<file path="src/rtl/pstb_pkg.sv">
package pstb_pkg;

    localparam int IDX_W = 3;
    localparam int NPORT = 1 << IDX_W;
    localparam int SEL_W = 2 * IDX_W + 2;

    typedef enum logic {
        WR_STROBE = 1'b0,
        WR_LATCH  = 1'b1
    } wr_kind_e;

    // select byte layout, MSB first
    typedef struct packed {
        wr_kind_e         kind;
        logic [IDX_W-1:0] wr_idx;
        logic             rd_en;
        logic [IDX_W-1:0] rd_idx;
    } sel_t;

    // write field held for one instruction
    typedef struct packed {
        logic             valid;
        wr_kind_e         kind;
        logic [IDX_W-1:0] idx;
    } wr_hold_t;

    function automatic logic [NPORT-1:0] one_hot(input logic [IDX_W-1:0] i);
        logic [NPORT-1:0] v;
        v = '0;
        v[i] = 1'b1;
        return v;
    endfunction

endpackage

</file>
<file path="src/rtl/pstb_capture.sv">
module pstb_capture
    import pstb_pkg::*;
(
    input  logic     clk,
    input  logic     rst,
    input  logic     boundary,
    input  sel_t     sel,
    output wr_hold_t hold
);
    logic     bnd_q;
    logic     trail;
    wr_hold_t hold_q;

    assign trail = bnd_q && !boundary;

    always_ff @(posedge clk) begin
        if (rst) begin
            bnd_q  <= 1'b0;
            hold_q <= '{valid: 1'b0, kind: WR_STROBE, idx: '0};
        end else begin
            bnd_q <= boundary;
            if (trail) begin
                hold_q.valid <= 1'b1;
                hold_q.kind  <= sel.kind;
                hold_q.idx   <= sel.wr_idx;
            end
        end
    end

    assign hold = hold_q;
endmodule

</file>
<file path="src/rtl/pstb_decode.sv">
module pstb_decode
    import pstb_pkg::*;
#(
    parameter int N   = NPORT,
    parameter int AW  = IDX_W
) (
    input  logic          clk,
    input  logic          rst,
    input  logic          en,
    input  logic [AW-1:0] idx,
    output logic [N-1:0]  stb
);
    logic [N-1:0] stb_q;

    for (genvar p = 0; p < N; p++) begin : g_port
        always_ff @(posedge clk) begin
            if (rst) stb_q[p] <= 1'b0;
            else     stb_q[p] <= en && (idx == AW'(p));
        end
    end

    assign stb = stb_q;
endmodule

</file>
<file path="src/rtl/pstb_ctl_latch.sv">
module pstb_ctl_latch
    import pstb_pkg::*;
#(
    parameter int N  = NPORT,
    parameter int AW = IDX_W
) (
    input  logic          clk,
    input  logic          rst,
    input  logic          upd,
    input  logic [AW-1:0] addr,
    input  logic          din,
    output logic [N-1:0]  bits
);
    logic [N-1:0] bits_q;

    for (genvar b = 0; b < N; b++) begin : g_bit
        always_ff @(posedge clk) begin
            if (rst)                          bits_q[b] <= 1'b1;
            else if (upd && addr == AW'(b))   bits_q[b] <= din;
        end
    end

    assign bits = bits_q;
endmodule

</file>
<file path="src/rtl/port_strobe_decoder.sv">
module port_strobe_decoder
    import pstb_pkg::*;
(
    input  logic             clk,
    input  logic             rst,
    input  logic [SEL_W-1:0] sel_byte,
    input  logic             boundary,
    input  logic             out_phase,
    input  logic             bank_right,
    input  logic             latch_din,
    output logic [NPORT-1:0] rd_stb,
    output logic [NPORT-1:0] wr_stb,
    output logic [NPORT-1:0] ctl_bits
);
    sel_t     sel;
    wr_hold_t hold;
    logic     out_q;
    logic     left_bank;
    logic     rd_en;
    logic     wr_en;
    logic     ctl_upd;

    assign sel       = sel_t'(sel_byte);
    assign left_bank = !bank_right;

    always_ff @(posedge clk) begin
        if (rst) out_q <= 1'b0;
        else     out_q <= out_phase;
    end

    pstb_capture u_capture (
        .clk      (clk),
        .rst      (rst),
        .boundary (boundary),
        .sel      (sel),
        .hold     (hold)
    );

    // input half only, killed by the boundary pulse
    assign rd_en = left_bank && !out_phase && !boundary && sel.rd_en;

    // output half, strobe kind only
    assign wr_en = left_bank && out_phase && hold.valid && (hold.kind == WR_STROBE);

    // one latch update per output half
    assign ctl_upd = left_bank && out_phase && !out_q && hold.valid
                     && (hold.kind == WR_LATCH);

    pstb_decode #(.N(NPORT), .AW(IDX_W)) u_rd_dec (
        .clk (clk),
        .rst (rst),
        .en  (rd_en),
        .idx (sel.rd_idx),
        .stb (rd_stb)
    );

    pstb_decode #(.N(NPORT), .AW(IDX_W)) u_wr_dec (
        .clk (clk),
        .rst (rst),
        .en  (wr_en),
        .idx (hold.idx),
        .stb (wr_stb)
    );

    pstb_ctl_latch #(.N(NPORT), .AW(IDX_W)) u_ctl (
        .clk  (clk),
        .rst  (rst),
        .upd  (ctl_upd),
        .addr (hold.idx),
        .din  (latch_din),
        .bits (ctl_bits)
    );
endmodule

</file>
<file path="config.mk">
export PLATFORM = sky130hd
export DESIGN_NAME = port_strobe_decoder
export DESIGN_NICKNAME = d
export VERILOG_FILES = /design/src/rtl/pstb_pkg.sv /design/src/rtl/pstb_capture.sv /design/src/rtl/pstb_decode.sv /design/src/rtl/pstb_ctl_latch.sv /design/src/rtl/port_strobe_decoder.sv
export SDC_FILE = /design/constraint.sdc
export NUM_CORES = 1
export LEC_CHECK = 0
export BUFFER_PORTS_ARGS = -buffer_cell sky130_fd_sc_hd__buf_2
export CORE_UTILIZATION = 50
export CTS_BUF_LIST = sky130_fd_sc_hd__clkbuf_4 sky130_fd_sc_hd__clkbuf_8 sky130_fd_sc_hd__clkbuf_16
export CTS_CLUSTER_SIZE = 20
export DETAILED_ROUTE_END_ITERATION = 8
export PLACE_DENSITY = 0.8
export SYNTH_ARGS = -nofsm -noshare
export SYNTH_HDL_FRONTEND = slang
export SYNTH_SLANG_ARGS = --single-unit
</file>
<file path="constraint.sdc">
create_clock -name clk -period 3 [get_ports clk]
set_clock_uncertainty 0.2 [all_clocks]
set_input_delay 0.3 -clock clk [delete_from_list [all_inputs] [get_ports clk]]
set_output_delay 0.3 -clock clk [all_outputs]
set_load 0.005 [all_outputs]
</file>
[After elaboration in Yosys (flattened, before gate mapping)]
Cells that the tools add are included.
W data, S select, Z words.
Word-level totals
  register bits: 31
  bits of input ports: 14
  output and inout port bits: 24
  logic and storage cells: 84
Cells by class
  equal/unequal tests: 14
  bitwise gates (word level): 1
  reduce and logical (&&, ||, !) cells: 40
Operator list (number)
  $logic_and A1 B1 Y1: 34
  $eq A3 B3 Y1 const B: 8
  $eq A3 B2 Y1 const B: 4
  $eq A3 B1 Y1 const B: 2
  $logic_not A3 Y1: 2
  $logic_not A1 Y1: 4
  $not A1 Y1: 1

[Depth between registers and ports, before layout]
Gate-level depths: netlist of the first run.
  word-level depth: 6
  mapped depth: 4
  depth with buffers taken out: 3

[Cells and area by module]
Synthesis of the first run repeated with hierarchy kept, for this count alone.
Second synthesis, totals
  cells, all modules: 103
  area, all modules: 1131.1 um^2
By module, submodules not included
  pstb_decode: times used 2, cells each 21, area each 232.7 um^2, sequential area each 160.2 um^2
  pstb_ctl_latch: times used 1, cells each 34, area each 366.6 um^2, sequential area each 160.2 um^2
  pstb_capture: times used 1, cells each 21, area each 240.2 um^2, sequential area each 120.1 um^2
  port_strobe_decoder: times used 1, cells each 6, area each 58.8 um^2, sequential area each 20.0 um^2

[Least setup slack after synthesis of the first run]
Ideal clock, no wire load.
  kind: flip-flop to flip-flop
  from: reg, netlist name u_capture.hold[0]
  to: reg u_ctl.bits_q[0], in the netlist u_ctl.bits[0]
  setup time: 0.072 ns
  data arrival time: 1.230 ns
  setup slack: 1.498 ns
  cell stages (with the launch flop): 4
  buffers on the path: 0
  clock period less this slack: 1.502 ns
  cell sequence: dfxtp_1 > or4b_4 > nor4_4 > mux2i_1
On the way
  cells in the longest elaborated chain, start to end: 2
RTL lines
  $logic_not A3 Y1: line pstb_ctl_latch.sv:19  | else if (upd && addr == AW'(b)) bits_q[b] <= din;
  $logic_and A1 B1 Y1: line pstb_ctl_latch.sv:19
  end signal, assigned by index: line pstb_ctl_latch.sv:19
  end, declared: line pstb_ctl_latch.sv:14  | logic [N-1:0] bits_q;
No other way between the ends.
A chain may end at the register's enable or synchronous reset.

==> impl_metrics.tcl, run 1 <==
set metrics [dict create \
    grt_start_max_net_pins 19 \
    cts_tree "yes" \
    grt_pass1_wl_um 3098 \
    maxCapViolCount 0 \
    syn_area_sq_um 1065 \
    clock_path_buffers 2 \
    p_leak_nw 0.5411 \
    drc 0 \
    busiest_layer "met2" \
    synth.distinct_cells 18 \
    clkPwrFrac 0.345 \
    die_h_um 48.15 \
    num-fill-cells 172 \
    cts_setup_buffers 0 \
    grt_pass1_vias 714 \
    min_period_ps 1719 \
    holdWs_ps 14.87 \
    synth_ff_type "dfxtp_1" \
    area_growth_pct 27.73 \
    io_buffers 37 \
    met1_usage 0.2645 \
    power-per-cell-area_nw_per_um2 510.8 \
    path_max_fanout 18 \
    overflow 0 \
    pwr-share-seq 0.605 \
    dieArea_sq_um 2318 \
    worstPathArrival_ps 1790 \
    syn-num-nets 117 \
    stdcell_area_sq_um 1360 \
    required_ps 3070 \
    track_usage 0.2014 \
    async_flop_share 0 \
    antenna_found_initial 0 \
    htreeDepth 2 \
    status "finished clean" \
    placed_area_sq_um 1272 \
    first_pass_iters 4 \
    cts.clk_slew.worst_paths_ps 80 \
    cts_buffers 5 \
    yosys_warnings 0 \
    crit_slowest_cell "dlygate4sd3_1" \
    floorplan.core_area_sq_um 1982 \
    hold_viol_final 0 \
    place.gp.congestion 0.8083 \
    hpwl_um 1434 \
    wl_per_cell_um 11.58 \
    synth.avg_cell_area_sq_um 10.34 \
    ir_worst_vdd_uv 280.8 \
    max_clock_freq_mhz 581.8 \
    drt_iter0_drc 9 \
    viasPerCell 4.811 \
    syn-instance-count 103 \
    layout.nets 161 \
    grt_setup_unrepaired "no" \
    holdCritPathClass "primary input to flop" \
    p_total_mw 0.6947 \
    cts.sinks 31 \
    drv_slew 0 \
    diodes 0 \
    critical_path_class "primary input to flop" \
    met2_usage 0.2880 \
    swShare 0.2221 \
    num_io_pins 38 \
    comb_power_share 0.050 \
    drive_above_1_share 0.3378 \
    cts_root_buffer "clkbuf_4" \
    power.net_switching_mw 0.1543 \
    period_share 0.5730 \
    wl_um 2027 \
    max_stage_delay_ps 560 \
    internal-power_mw 0.5404 \
    multi_input_area_sq_um 432.9 \
    yosysSeqAreaShare 0.5828 \
    start_util 0.5372 \
    fin_setup_tns_ps 0 \
    layout.cells.non_filler 175 \
    relSlewSlack 0.6473 \
    dp.cells 164 \
    cp_cell_sequence "buf_2, nor4_1, nand3b_1, nor3_1, dlygate4sd3_1" \
    ant_nets 0 \
    cp-start-kind "primary input" \
    worstSetupEndpointType "flop" \
    worstSkewPairLatency_ps 330 \
    setup_viol 0 \
    ys_ff_latch 31 \
    worst_pin_slew_ps 527.9 \
    synth_edf_count 0 \
    num_rows 16 \
    register_area_sq_um 620.6 \
    met3_usage 0.07037 \
    fp.dieW_um 48.15 \
    vias 842 \
]
power groups by stage:
stage | clock, mW | combinational, mW | sequential (mW)
2_1_floorplan | 0 | 0.0181 | 0.429
3_3_place_gp | 0 | 0.0309 | 0.429
3_5_place_dp | 0 | 0.0322 | 0.430
4_1_cts | 0.247 | 0.0344 | 0.420
5_1_grt | 0.267 | 0.0383 | 0.421
6_report | 0.240 | 0.0346 | 0.420
synthesized netlist by cell type, types with 2 or more instances:
library cell,n,share of area
nor4_1,2,0.012
nor3_2,3,0.028
nand2b_1,4,0.023
nor2_1,27,0.095
nand2_1,3,0.011
nor2b_1,3,0.018
mux2i_1,12,0.11
nor3_1,8,0.038
dfxtp_1,31,0.58
clkbuf_1,2,0.0071
per-layer routing:
layer	share of wire	wire length (um)	up-vias
met1	0.45	904	374
met4	0.014	28	0
met2	0.49	986	29
met5	0	0	-
met3	0.053	107	4
li1	-	-	435
cells by family (layout without fill, tap and decap cells):
group | count (synthesis) | after routing | synth area share
flops | 31 | 31 | 0.5828
simple gates | 57 | 57 | 0.2938
mux | 12 | 12 | 0.1128
buf+inv | 3 | 48 | 0.01058
area by class of cell:
class                   count  area share
clock buffers               7     0.03864
repair buffers             40      0.1582
well taps                  27     0.02484
multi-input cells          69      0.3183
flip-flops and latches     31      0.4563
clock inverters             1    0.003680
metrics by stage:
stage	setup slack (ps)	utilization
3_5_place_dp	1359	0.6420
4_1_cts	1322	0.6862
5_1_grt	1152	0.6862
3_3_place_gp	1402	0.6420
6_report	1281	0.6862
2_1_floorplan	1498	-
final timing paths:
kind	slack, ps	endpoint	depth (start not counted)	start
max reg2reg	1420	u_ctl.bits[2]	3	u_capture.hold[0]
min	10	u_capture.hold[0]	3	sel_byte[4]
min reg2reg	320	u_ctl.bits[1]	2	u_ctl.bits[1]
max	1280	u_rd_dec.stb[0]	5	rst
critical path: cells and delay by family:
kind                   cells  cell delay [ps]
buffers and inverters      2              760
and+or+nand+nor            3              720
state kept, by name, indices dropped and copies added (netlist names):
signal,flops
u_ctl.bits,8
u_rd_dec.stb,8
u_wr_dec.stb,8
u_capture.hold,5
out_q,1
u_capture.bnd_q,1
timing repair:
action,CTS,global route
endpoints found under the setup margin,0,0
gates resized for setup,0,0
hold buffers,3,0
hold endpoints to repair,2,0
cell usage in the layout (no fill, tap or decap), drive strengths merged, types with 3 or more instances in the layout:
cell and count:
buf 37, clkbuf 7, dfxtp 31, dlygate4sd3 3, mux2i 12, nand2 3
nand2b 4, nor2 27, nor2b 3, nor3 11, nor4 3
No activity file was read; power rests on OpenSTA's default activity.
==> run 2, diff against run 1 <==
CORE_UTILIZATION = 47   (was 50)
PLACE_DENSITY = 0.76   (was 0.8)
clock period = 1.75 ns   (was 3 ns; I/O delays follow)
==> impl_metrics.tcl, run 2 (synthesized netlist as in run 1, its figures left out) <==
set metrics [dict create \
    maxCapViolCount 0 \
    hold_viol_final 0 \
    htreeDepth 2 \
    num_io_pins 38 \
    start_util 0.5214 \
    wl_um 2382 \
    critical_path_class "primary input to flop" \
    cts_tree "yes" \
    cts_setup_buffers 0 \
    cts.clk_slew.worst_paths_ps 90 \
    cp-start-kind "primary input" \
    period_share 0.9634 \
    track_usage 0.2302 \
    worstPathArrival_ps 1750 \
    path_max_fanout 3 \
    num-fill-cells 154 \
    holdWs_ps 20.58 \
    max_clock_freq_mhz 593.2 \
    ant_nets 0 \
    antenna_found_initial 0 \
    dieArea_sq_um 2460 \
    worst_pin_slew_ps 567.3 \
    dp.cells 165 \
    io_buffers 37 \
    pre_cts_ws_ps 191.9 \
    drive_above_1_share 0.3230 \
    finish.utilization 0.7390 \
    layout.nets 174 \
    die_h_um 49.60 \
    layout.cells.non_filler 188 \
    setup_viol 0 \
    relSlewSlack 0.6210 \
    diodes 0 \
    worstSkewPairLatency_ps 330 \
    cts_buffers 5 \
    grt_pass1_wl_um 4036 \
    num_rows 16 \
    fin_setup_tns_ps 0 \
    mostFrequentLayoutCell "buf_2" \
    clock_path_buffers 2 \
    drt_iter0_drc 13 \
    drc 0 \
    drv_slew 0 \
    worstSetupEndpointType "flop" \
    p_leak_nw 0.6038 \
    required_ps 1810 \
    cts.sinks 31 \
    wl_per_cell_um 12.67 \
    min_period_ps 1686 \
    area_growth_pct 41.72 \
    grt_setup_unrepaired "no" \
    power-per-cell-area_nw_per_um2 850.3 \
    place.gp.congestion 0.7627 \
    floorplan.core_area_sq_um 2042 \
    ir_worst_vdd_uv 687.5 \
    viasPerCell 5.037 \
    placed_area_sq_um 1280 \
    grt_pass1_vias 908 \
    hpwl_um 1547 \
    setup_ws_ps 64.09 \
    status "finished clean" \
    holdCritPathClass "primary input to flop" \
    cts_root_buffer "clkbuf_4" \
    fp.dieW_um 49.60 \
    stdcell_area_sq_um 1509 \
    overflow 0 \
    first_pass_iters 4 \
    vias 947 \
    grt_start_max_net_pins 12 \
    p_total_mw 1.283 \
    most-common-layout-cells "37 x buf_2, 31 x dfxtp_1, 27 x nor2_1" \
]
-- run 2: repair_timing --
item / CTS / global route
resized for setup: 0 / 1
hold buffers: 15 / 0
endpoints found under the hold margin: 15 / 0
endpoints found under the setup margin: 0 / 1
-- run 2: worst paths after layout --
check	from	to	slack (ps)	cells after the start
max	sel_byte[2]	u_rd_dec.stb[3]	60	5
min	latch_din	u_ctl.bits[0]	20	3
max reg2reg	u_capture.hold[0]	u_ctl.bits[6]	170	3
min reg2reg	u_capture.hold[4]	u_capture.hold[4]	310	2
-- run 2: routing by layer --
metal  share of wire  GRT usage  vias to the layer above
li1                -          -                      469
met3           0.071    0.09259                        6
met2            0.48     0.3874                       40
met5               0          0                        -
met4           0.026     0.1000                        0
met1            0.43     0.2529                      432
-- run 2: area by class of cell --
type / count / area (sq um) / area share
clock buffer: 8 / 72.57 / 0.04809
multi-input combinational: 69 / 439.2 / 0.2910
sequential: 31 / 620.6 / 0.4113
tap: 27 / 33.78 / 0.02239
timing repair buffer: 53 / 342.8 / 0.2272
-- run 2: critical path: stages --
cell and delay (ps):
dlygate4sd3_1 530, buf_2 120, nand3b_1 160, dlygate4sd3_1 620, nor2_1 130
-- run 2: power breakdown --
part	switching [mW]	internal, mW	leakage, nW
Sequential	0.00756	0.712	0.251
Clock	0.229	0.252	0.0420
Combinational	0.0392	0.0434	0.311
Total	0.276	1.01	0.604
==> run 3, diff against run 2 <==
CORE_UTILIZATION = 45   (was 47)
PLACE_DENSITY = 0.73   (was 0.76)
==> impl_metrics.tcl, run 3 (synthesized netlist as in run 1, its figures left out) <==
set metrics [dict create \
    grt_start_max_net_pins 13 \
    drv_slew 0 \
    cts_root_buffer "clkbuf_4" \
    required_ps 1810 \
    layout.nets 173 \
    worstSetupEndpointType "flop" \
    die_h_um 50.65 \
    diodes 0 \
    dieArea_sq_um 2565 \
    clock_path_buffers 2 \
    hpwl_um 1453 \
    power-per-cell-area_nw_per_um2 818.7 \
    cts_setup_buffers 0 \
    setup_ws_ps 21.14 \
    cts_tree "yes" \
    cts.sinks 31 \
    io_buffers 37 \
    drt_iter0_drc 10 \
    worstPathArrival_ps 1790 \
    max_clock_freq_mhz 578.4 \
    dp.cells 166 \
    most-common-layout-cells "37 x buf_2, 31 x dfxtp_1, 27 x nor2_1" \
    viasPerCell 4.777 \
    holdCritPathClass "primary input to flop" \
    track_usage 0.2055 \
    floorplan.core_area_sq_um 2212 \
    cts_buffers 5 \
    cp_cell_sequence "dlygate4sd3_1, buf_2, nand3b_1, dlygate4sd3_1, nor2_1" \
    wl_per_cell_um 12.45 \
    place.gp.congestion 0.7141 \
    antenna_found_initial 0 \
    min_period_ps 1729 \
    num-fill-cells 185 \
    p_leak_nw 0.5919 \
    ant_nets 0 \
    finish.utilization 0.6686 \
    grt_pass1_wl_um 3650 \
    critical_path_class "primary input to flop" \
    status "finished clean" \
    hold_viol_final 0 \
    grt_setup_unrepaired "yes" \
    period_share 0.9879 \
    start_util 0.4813 \
    setup_viol 0 \
    worst_pin_slew_ps 567.0 \
    drc 0 \
    pre_cts_ws_ps 188.2 \
    cpMostUsedCell "dlygate4sd3_1" \
    wl_um 2341 \
    mostFrequentLayoutCell "buf_2" \
    num_io_pins 38 \
    vias 898 \
    layout.cells.non_filler 188 \
    fin_setup_tns_ps 0 \
    max_stage_delay_ps 630 \
    crit_slowest_cell "dlygate4sd3_1" \
    overflow 0 \
    grt_pass1_vias 837 \
    first_pass_iters 4 \
    htreeDepth 2 \
    ir_worst_vdd_uv 529.4 \
    maxCapViolCount 0 \
    fp.dieW_um 50.65 \
    cp-start-kind "primary input" \
    drive_above_1_share 0.3188 \
    worstSkewPairLatency_ps 320 \
    path_max_fanout 3 \
    num_rows 17 \
    area_growth_pct 38.90 \
    cts.clk_slew.worst_paths_ps 100 \
    relSlewSlack 0.6212 \
]
[run 3: critical path: cells and delay by family]
kind / cells / cell delay [ps]
buffers and inverters: 3 / 1320
AND/OR/NAND/NOR: 2 / 290
[run 3: worst paths after layout]
kind | start | to | slack [ps] | cells after the start
hold reg to reg | u_ctl.bits[3] | u_ctl.bits[3] | 320 | 2
setup reg to reg | u_capture.hold[0] | u_ctl.bits[0] | 170 | 3
setup / recovery | sel_byte[2] | u_rd_dec.stb[3] | 20 | 5
hold / removal | latch_din | u_ctl.bits[0] | 10 | 3
[run 3: layer usage]
| metal | vias up | GRT usage | share of wire | wire (um) |
|---|---|---|---|---|
| met5 | - | 0 | 0 | 0 |
| met4 | 0 | 0.1343 | 0.031 | 73 |
| met3 | 9 | 0.06970 | 0.053 | 124 |
| met2 | 26 | 0.3267 | 0.48 | 1134 |
| met1 | 402 | 0.2322 | 0.43 | 1008 |
| li1 | 461 | - | - | - |
[run 3: area by class of cell]
class | count | area (sq um) | share of cell area
flip-flops and latches | 31 | 620.6 | 0.4196
clock inverters | 1 | 5.005 | 0.003384
multi-input cells | 69 | 432.9 | 0.2927
repair buffers | 52 | 332.8 | 0.2250
well taps | 28 | 35.03 | 0.02369
clock buffers | 7 | 52.55 | 0.03553
[run 3: report_power, final]
part	switching [mW]	internal (mW)
Sequential	0.00769	0.713
Combinational	0.0373	0.0417
Clock	0.224	0.187
[run 3: per-stage QoR]
step                      hold WS, ps  instance area [sq um]  total power, mW
final                           12.40                   1479            1.211
after global routing            20.37                   1479            1.262
after CTS                       15.71                   1479            1.219
after detailed placement        199.3                   1281           0.7928
after global placement          191.2                   1281           0.7912
after floorplan                 51.79                   1065           0.7659
[run 3: timing repair]
item,4_1_cts,5_1_grt
hold buffers,14,0
endpoints found under the hold margin,15,0
resized for setup,0,0
endpoints found under the setup margin,0,3
